$ cat config.mk
export PLATFORM = sky130hd
export DESIGN_NAME = cinsn_exec
export DESIGN_NICKNAME = d
export VERILOG_FILES = /design/src/rtl/cinsn_pkg.sv /design/src/rtl/cinsn_decode.sv /design/src/rtl/cinsn_regfile.sv /design/src/rtl/cinsn_lsu.sv /design/src/rtl/cinsn_exec.sv
export SDC_FILE = /design/constraint.sdc
export NUM_CORES = 1
export LEC_CHECK = 0
export BUFFER_PORTS_ARGS = -buffer_cell sky130_fd_sc_hd__buf_2
export CAP_MARGIN = 25
export CORE_ASPECT_RATIO = 0.75
export CORE_UTILIZATION = 56
export CTS_CLUSTER_SIZE = 40
export DETAILED_ROUTE_END_ITERATION = 8
export PLACE_DENSITY = 0.75
export SYNTH_ARGS = -nofsm -noshare
export SYNTH_HDL_FRONTEND = slang
export SYNTH_SLANG_ARGS = --single-unit
$ cat constraint.sdc
create_clock -name clk -period 0.8 [get_ports clk]
set_input_delay 0.24 -clock clk [delete_from_list [all_inputs] [get_ports clk]]
set_output_delay 0.24 -clock clk [all_outputs]
set_load 0.01 [all_outputs]
$ cat src/rtl/cinsn_pkg.sv
package cinsn_pkg;
  localparam int FW = 4;

  typedef enum logic [3:0] {
    K_NONE, K_LOAD, K_STORE, K_ADD, K_ADDI, K_MOVI, K_MOV,
    K_RET, K_NOP, K_EXC, K_UNSUP
  } kind_e;

  typedef enum logic [1:0] { LS_IDLE, LS_REQ, LS_WAIT } ls_e;

  // Two-byte forms are selected by the top bit of the major opcode
  function automatic logic is_short(input logic [FW-1:0] op);
    return op[FW-1];
  endfunction
endpackage

$ cat src/rtl/cinsn_decode.sv
module cinsn_decode
  import cinsn_pkg::*;
#(
  parameter int XLEN = 32
) (
  input  logic [4*FW-1:0] word,
  output kind_e           kind,
  output logic [FW-1:0]   f_r,
  output logic [FW-1:0]   f_s,
  output logic [FW-1:0]   f_t,
  output logic [XLEN-1:0] imm
);
  localparam int MVW = 7;
  logic [FW-1:0] op;

  always_comb begin
    op   = word[FW-1:0];
    f_t  = word[2*FW-1:FW];
    f_s  = word[3*FW-1:2*FW];
    f_r  = word[4*FW-1:3*FW];
    imm  = '0;
    kind = K_EXC;
    unique case (op)
      4'd8:  kind = K_LOAD;
      4'd9:  kind = K_STORE;
      4'd10: kind = K_ADD;
      4'd11: begin
        kind = K_ADDI;
        imm  = (f_t == '0) ? '1 : XLEN'(f_t);
      end
      4'd12: begin
        if (!f_t[3]) begin
          kind = K_MOVI;
          imm  = {{(XLEN-MVW){f_t[2] & f_t[1]}}, f_t[2:0], f_r};
        end else begin
          kind = K_UNSUP;
        end
      end
      4'd13: begin
        if (f_r == 4'd0) begin
          kind = K_MOV;
        end else if (f_r == 4'd15) begin
          unique case (f_t)
            4'd0:       kind = K_RET;
            4'd1, 4'd2: kind = K_UNSUP;
            4'd3:       kind = K_NOP;
            default:    kind = K_EXC;
          endcase
        end
      end
      default: kind = K_EXC;
    endcase
  end
endmodule

$ cat src/rtl/cinsn_regfile.sv
module cinsn_regfile #(
  parameter int XLEN = 32,
  parameter int NREG = 16,
  parameter int NRD  = 3
) (
  input  logic                                clk,
  input  logic                                we,
  input  logic [$clog2(NREG)-1:0]             widx,
  input  logic [XLEN-1:0]                     wdata,
  input  logic [NRD-1:0][$clog2(NREG)-1:0]    rd_idx,
  output logic [NRD-1:0][XLEN-1:0]            rd_data
);
  logic [XLEN-1:0] q [NREG];

  for (genvar i = 0; i < NREG; i++) begin : g_ent
    always_ff @(posedge clk) begin
      if (we && widx == i) q[i] <= wdata;
    end
  end

  for (genvar p = 0; p < NRD; p++) begin : g_rd
    assign rd_data[p] = q[rd_idx[p]];
  end
endmodule

$ cat src/rtl/cinsn_lsu.sv
module cinsn_lsu
  import cinsn_pkg::*;
#(
  parameter int XLEN = 32
) (
  input  logic            clk,
  input  logic            rst_n,
  input  logic            start_ld,
  input  logic            start_st,
  input  logic [XLEN-1:0] addr,
  input  logic [XLEN-1:0] sdata,
  input  logic [FW-1:0]   tidx,
  output logic            req_valid,
  input  logic            req_ready,
  output logic            req_write,
  output logic [XLEN-1:0] req_addr,
  output logic [XLEN-1:0] req_wdata,
  input  logic            rsp_valid,
  input  logic [XLEN-1:0] rsp_data,
  output logic            busy,
  output logic            we,
  output logic [FW-1:0]   widx,
  output logic [XLEN-1:0] wdata
);
  ls_e           st_q, st_n;
  logic          wr_q;
  logic [FW-1:0] tix_q;
  logic          cap;

  always_comb begin
    st_n = st_q;
    we   = 1'b0;
    cap  = 1'b0;
    unique case (st_q)
      LS_IDLE: if (start_ld || start_st) begin
        st_n = LS_REQ;
        cap  = 1'b1;
      end
      LS_REQ:  if (req_ready) st_n = wr_q ? LS_IDLE : LS_WAIT;
      LS_WAIT: if (rsp_valid) begin
        st_n = LS_IDLE;
        we   = 1'b1;
      end
      default: st_n = LS_IDLE;
    endcase
  end

  always_ff @(posedge clk or negedge rst_n) begin
    if (!rst_n) st_q <= LS_IDLE;
    else        st_q <= st_n;
  end

  always_ff @(posedge clk) begin
    if (cap) begin
      wr_q      <= start_st;
      tix_q     <= tidx;
      req_addr  <= addr;
      req_wdata <= sdata;
    end
  end

  assign req_valid = (st_q == LS_REQ);
  assign req_write = wr_q;
  assign busy      = (st_q != LS_IDLE);
  assign widx      = tix_q;
  assign wdata     = rsp_data;


  req_hold_chk: assert property (@(posedge clk) disable iff (!rst_n)
    (req_valid && !req_ready) |=> (req_valid && $stable(req_addr) && $stable(req_wdata)));
endmodule

$ cat src/rtl/cinsn_exec.sv
module cinsn_exec
  import cinsn_pkg::*;
#(
  parameter int XLEN = 32,
  parameter int NREG = 16
) (
  input  logic            clk,
  input  logic            rst_n,
  input  logic            insn_valid,
  input  logic [15:0]     insn_word,
  output logic            insn_ready,
  input  logic [3:0]      first_lo,
  output logic            len_two,
  output logic            mem_req_valid,
  input  logic            mem_req_ready,
  output logic            mem_req_write,
  output logic [XLEN-1:0] mem_req_addr,
  output logic [XLEN-1:0] mem_req_wdata,
  input  logic            mem_rsp_valid,
  input  logic [XLEN-1:0] mem_rsp_rdata,
  output logic            wb_valid,
  output logic [3:0]      wb_idx,
  output logic [XLEN-1:0] wb_data,
  output logic            jump_valid,
  output logic [XLEN-1:0] jump_target,
  output logic            exc_valid,
  output logic            unsup_valid
);
  localparam int NRD = 3;

  logic [1:0]      rs_q;
  logic            rst_i;
  kind_e           kind;
  logic [FW-1:0]   f_r, f_s, f_t;
  logic [XLEN-1:0] imm;
  logic [NRD-1:0][FW-1:0]   rd_idx;
  logic [NRD-1:0][XLEN-1:0] rd_data;
  logic [XLEN-1:0] v_s, v_t, v_0;
  logic            acc, busy;
  logic            l_we;
  logic [FW-1:0]   l_idx;
  logic [XLEN-1:0] l_data;
  logic            we_n, jmp_n, exc_n, uns_n;
  logic [FW-1:0]   widx_n;
  logic [XLEN-1:0] wdata_n;

  // reset: asynchronous assert, two-flop synchronous release
  always_ff @(posedge clk or negedge rst_n) begin
    if (!rst_n) rs_q <= 2'b00;
    else        rs_q <= {rs_q[0], 1'b1};
  end
  assign rst_i = rs_q[1];

  assign len_two = is_short(first_lo);

  cinsn_decode #(.XLEN(XLEN)) u_dec (
    .word(insn_word), .kind(kind), .f_r(f_r), .f_s(f_s), .f_t(f_t), .imm(imm)
  );

  assign rd_idx = {4'd0, f_t, f_s};
  assign v_s = rd_data[0];
  assign v_t = rd_data[1];
  assign v_0 = rd_data[2];

  cinsn_regfile #(.XLEN(XLEN), .NREG(NREG), .NRD(NRD)) u_rf (
    .clk(clk), .we(we_n), .widx(widx_n), .wdata(wdata_n),
    .rd_idx(rd_idx), .rd_data(rd_data)
  );

  assign insn_ready = rst_i && !busy;
  assign acc        = insn_valid && insn_ready;

  cinsn_lsu #(.XLEN(XLEN)) u_lsu (
    .clk(clk), .rst_n(rst_i),
    .start_ld(acc && kind == K_LOAD), .start_st(acc && kind == K_STORE),
    .addr(v_s + {{(XLEN-FW-2){1'b0}}, f_r, 2'b00}), .sdata(v_t), .tidx(f_t),
    .req_valid(mem_req_valid), .req_ready(mem_req_ready), .req_write(mem_req_write),
    .req_addr(mem_req_addr), .req_wdata(mem_req_wdata),
    .rsp_valid(mem_rsp_valid), .rsp_data(mem_rsp_rdata),
    .busy(busy), .we(l_we), .widx(l_idx), .wdata(l_data)
  );

  always_comb begin
    we_n    = 1'b0;
    widx_n  = f_r;
    wdata_n = v_s + v_t;
    jmp_n   = 1'b0;
    exc_n   = 1'b0;
    uns_n   = 1'b0;
    if (l_we) begin
      we_n    = 1'b1;
      widx_n  = l_idx;
      wdata_n = l_data;
    end else if (acc) begin
      unique case (kind)
        K_ADD:   we_n = 1'b1;
        K_ADDI:  begin we_n = 1'b1; wdata_n = v_s + imm; end
        K_MOVI:  begin we_n = 1'b1; widx_n = f_s; wdata_n = imm; end
        K_MOV:   begin we_n = 1'b1; widx_n = f_t; wdata_n = v_s; end
        K_RET:   jmp_n = 1'b1;
        K_EXC:   exc_n = 1'b1;
        K_UNSUP: uns_n = 1'b1;
        default: ;
      endcase
    end
  end

  always_ff @(posedge clk or negedge rst_i) begin
    if (!rst_i) begin
      wb_valid    <= 1'b0;
      jump_valid  <= 1'b0;
      exc_valid   <= 1'b0;
      unsup_valid <= 1'b0;
    end else begin
      wb_valid    <= we_n;
      jump_valid  <= jmp_n;
      exc_valid   <= exc_n;
      unsup_valid <= uns_n;
    end
  end

  always_ff @(posedge clk) begin
    if (we_n) begin
      wb_idx  <= widx_n;
      wb_data <= wdata_n;
    end
    if (jmp_n) jump_target <= v_0;
  end

  // at most one kind of result per cycle
  outs_excl_chk: assert property (@(posedge clk) disable iff (!rst_i)
    $onehot0({wb_valid, jump_valid, exc_valid, unsup_valid}));


  busy_block_chk: assert property (@(posedge clk) disable iff (!rst_i)
    mem_req_valid |-> !insn_ready);


  st_nowb_chk: assert property (@(posedge clk) disable iff (!rst_i)
    (mem_req_valid && mem_req_ready && mem_req_write) |=> !wb_valid);


  ld_rsp_chk: assert property (@(posedge clk) disable iff (!rst_i)
    (mem_req_valid && !mem_req_write) |=> !wb_valid);
endmodule

==> metrics.cfg <==
[final_layout]
nets=2907
final_util_pct=74.91
fillers=3438
drive_gt1_share_pct=47.90
area_growth_syn_to_layout_pct=30.63

[worst_setup_path]
critPathCaptureType=flip-flop
critPathKind=flip-flop to flip-flop
cp_max_fo=8
ff2ff_path_depth=16
ff2ff_setup_slack_ns=-3.69
rr_startpoint=u_rf.q[7][4]
critPathLaunchType=flip-flop
required_ns=1.20
rr_endpoint=u_rf.q[10][23]
arrival_ns=4.89

[die]
io_pins=197
start_util_pct=57.34
core_um2=58010
fp.dieH_um=213.1
die_area_um2=60390
rows=76
fp.dieW_um=283.4

[timing]
setup_violations=1428
timing.hold.ws_ns=0.05310
fin_crit_ns=4.490
min_period_over_period_pct=561.3
rsz0062_at_grt=true
fmax_mhz=222.7
final_hold_viol_count=0
finalMaxSlewViolations=0
layout_setup_ws_ns=-3.690
relSlewSlack_pct=37.84
skew_ns=0.02495
tightest_slew_ns=0.9324

[detailed_routing]
wl_um=115200
drt-pass1-iter-count=6
drc_errors=0
vias_per_cell=6.776
routedWlPerCell_um=31.87
drtIter0Drc=3389
vias=24480
antenna_left=0

[worst_hold_path]
holdCritStartpoint=mem_rsp_valid
min_path_cells=4
worstHoldEndpoint=u_lsu.st_q[1]
hold_class=input pin to flip-flop

[synth]
syn-mean-instance-area_um2=16.66
yosys_most_used_dff=edfxtp_1
ys_ff_latch=657
synth_top_area_share_pct=58.59
syn_area_um2=33260
synth_warnings=0
synth_cell_types=90
synth_async_sr_flop_share_pct=1.218
ys_top_cells_by_area=edfxtp_1, mux4_2, ha_1
synth_edf_count=649
yosys.area.top_type=edfxtp_1
synthCells=1996
yosysSeqAreaShare_pct=59.19
synth_fp_nets=2122

[clock_tree]
cts_tree=done
clock-root-buffer=clkbuf_16
cts_buffers=60
clk_latency_ns=0.65
clockBufferDepth=3
clkTransAtPathRegs_ns=0.07
htree_levels=2
clock_sinks=657

[global_route]
track_usage_pct=38.28
grt_max_degree=50
grt_pass1_vias=24100
grt_pass1_wl_um=163600
antenna_found_initial=5
globalRouteOverflowTotal=0

[power_and_ir_drop]
p_leak_nw=15.97
power_density_nw_per_um2=2140
ir_drop_v=0.002151

[placement]
portBuffers=191
dpl.hpwl_um=80580
gp_congestion=0.9709
pre_cts_slack_ns=-4.061

[flow_run]
drv_cap=0

[run_status]
violations=negative setup slack
status=finished, violations left

final cells by class:
type | count | area, um^2 | share of cell area [%]
Sequential cell | 657 | 19690 | 45.31
Timing Repair Buffer | 843 | 6967 | 16.03
Tap cell | 780 | 975.9 | 2.246
Clock inverter | 39 | 326.6 | 0.7516
Inverter | 33 | 123.9 | 0.2851
Antenna cell | 4 | 10.01 | 0.02304
Clock buffer | 71 | 1543 | 3.551
Multi-Input combinational cell | 1186 | 13820 | 31.80
report_power, final:
part	switching, mW	total [mW]	leakage (nW)	internal (mW)
Sequential	0.132	41.8	5.95	41.7
Clock	13.0	28.1	0.908	15.1
Combinational	12.8	23.1	9.11	10.2
Total	26.0	93.0	16.0	67.0
cells in the mapped netlist (all sizes together) (6+ instances only):
master	instances
and3	18
ha	66
mux2i	11
a221oi	21
o21ai	69
and2	8
o31ai	6
nand2	127
dfrtp	8
xor2	27
a31oi	12
a22oi	26
mux4	298
clkbuf	74
nor2	85
nand2b	9
edfxtp	649
a21o	26
a211oi	18
buf	46
nor2b	11
nand4	17
o22ai	12
nor3	36
o211ai	12
o21a	11
a21oi	88
o2111ai	6
xnor2	56
inv	33
nand3	32
how the worst max path moves through the flow:
stage,startpoint,endpoint,slack [ns]
4_1_cts,u_rf.q[7][4],u_rf.q[7][27],-3.52
2_1_floorplan,insn_word[8],u_rf.q[0][28],-3.72
6_report,u_rf.q[7][4],u_rf.q[10][23],-3.69
5_1_grt,u_rf.q[5][6],u_rf.q[1][27],-3.69
3_5_place_dp,insn_word[8],wb_data[23],-4.06
3_3_place_gp,insn_word[8],u_rf.q[0][23],-3.96
critical path, cell delays in order (launching register included):
cell       delay, ns
edfxtp_1        0.41
mux4_2          0.50
mux4_2          0.61
buf_4           0.21
ha_4            0.29
o211ai_1        0.12
o211ai_1        0.36
a41oi_2         0.23
a21oi_2         0.24
nand2_1         0.10
nand2_2         0.09
buf_4           0.12
a31oi_1         0.12
xnor2_2         0.34
a311oi_4        0.16
buf_12          0.17
clkbuf_16       0.15
cell usage in the layout (no fill, tap or decap), types with 16 or more instances in the layout:
| master | count |
|---|---|
| ha_1 | 54 |
| nand2_1 | 123 |
| buf_2 | 187 |
| nand3_1 | 30 |
| nand4_1 | 17 |
| mux4_1 | 25 |
| clkbuf_16 | 62 |
| o21ai_0 | 41 |
| edfxtp_1 | 649 |
| a21oi_1 | 70 |
| mux4_2 | 273 |
| xor2_1 | 26 |
| nor2_1 | 61 |
| buf_4 | 562 |
| xnor2_1 | 53 |
| buf_12 | 79 |
| clkinv_1 | 21 |
| a22oi_1 | 25 |
| inv_1 | 32 |
| nor2_4 | 21 |
| and3_1 | 16 |
| nor3_1 | 24 |
| a21o_1 | 25 |
per-layer routing:
metal | global-route usage [%] | part of all wire (%) | vias to the layer above
met2 | 59.50 | 46 | 1958
li1 | - | - | 9895
met4 | 17.78 | 5.1 | 0
met1 | 52.62 | 37 | 12280
met5 | 0 | 0 | -
met3 | 8.013 | 12 | 351
logic make-up (layout without fill, tap and decap cells):
| group | Yosys count | count (layout) | share of synthesized area [%] |
|---|---|---|---|
| AO/OA/AOI/OAI | 352 | 352 | 7.121 |
| XOR/XNOR | 83 | 83 | 2.185 |
| adder cells (fa/ha/maj) | 69 | 69 | 2.663 |
| buffers and inverters | 153 | 986 | 2.449 |
| flip-flops | 657 | 657 | 59.19 |
| multiplexers | 311 | 311 | 20.89 |
| other | 1 | 5 | 0.01127 |
| AND/OR/NAND/NOR | 370 | 370 | 5.488 |
per-stage QoR:
stage          setup TNS [ns]  instance area, um^2  total power [mW]  instances
2_1_floorplan        -3828.09                34000             52.64       1996
3_3_place_gp         -3778.24                40840             62.62       3471
3_5_place_dp         -3847.94                40840             63.14       3471
4_1_cts              -3303.68                43200             92.13       3599
5_1_grt              -3545.67                43440             95.13       3609
6_report             -3391.30                43450             92.97       3613
what timing repair did:
action,CTS,global route
gates cloned,2,2
endpoints found under the setup margin,1430,1435
hold buffers,3,0
buffers inserted,14,9
endpoints found under the hold margin,4,0
pin swaps,24,24
resized for setup,47,22
registers in the layout (all words and copies together), names as in the netlist:
register         count
exc_valid            1
u_lsu.req_wdata     32
jump_valid           1
wb_data             32
jump_target         32
u_lsu.req_write      1
rs_q                 2
u_lsu.widx           4
u_lsu.req_addr      32
u_rf.q             512
wb_idx               4
wb_valid             1
u_lsu.st_q           2
unsup_valid          1
Note: power is estimated with default switching activity, not from simulation.
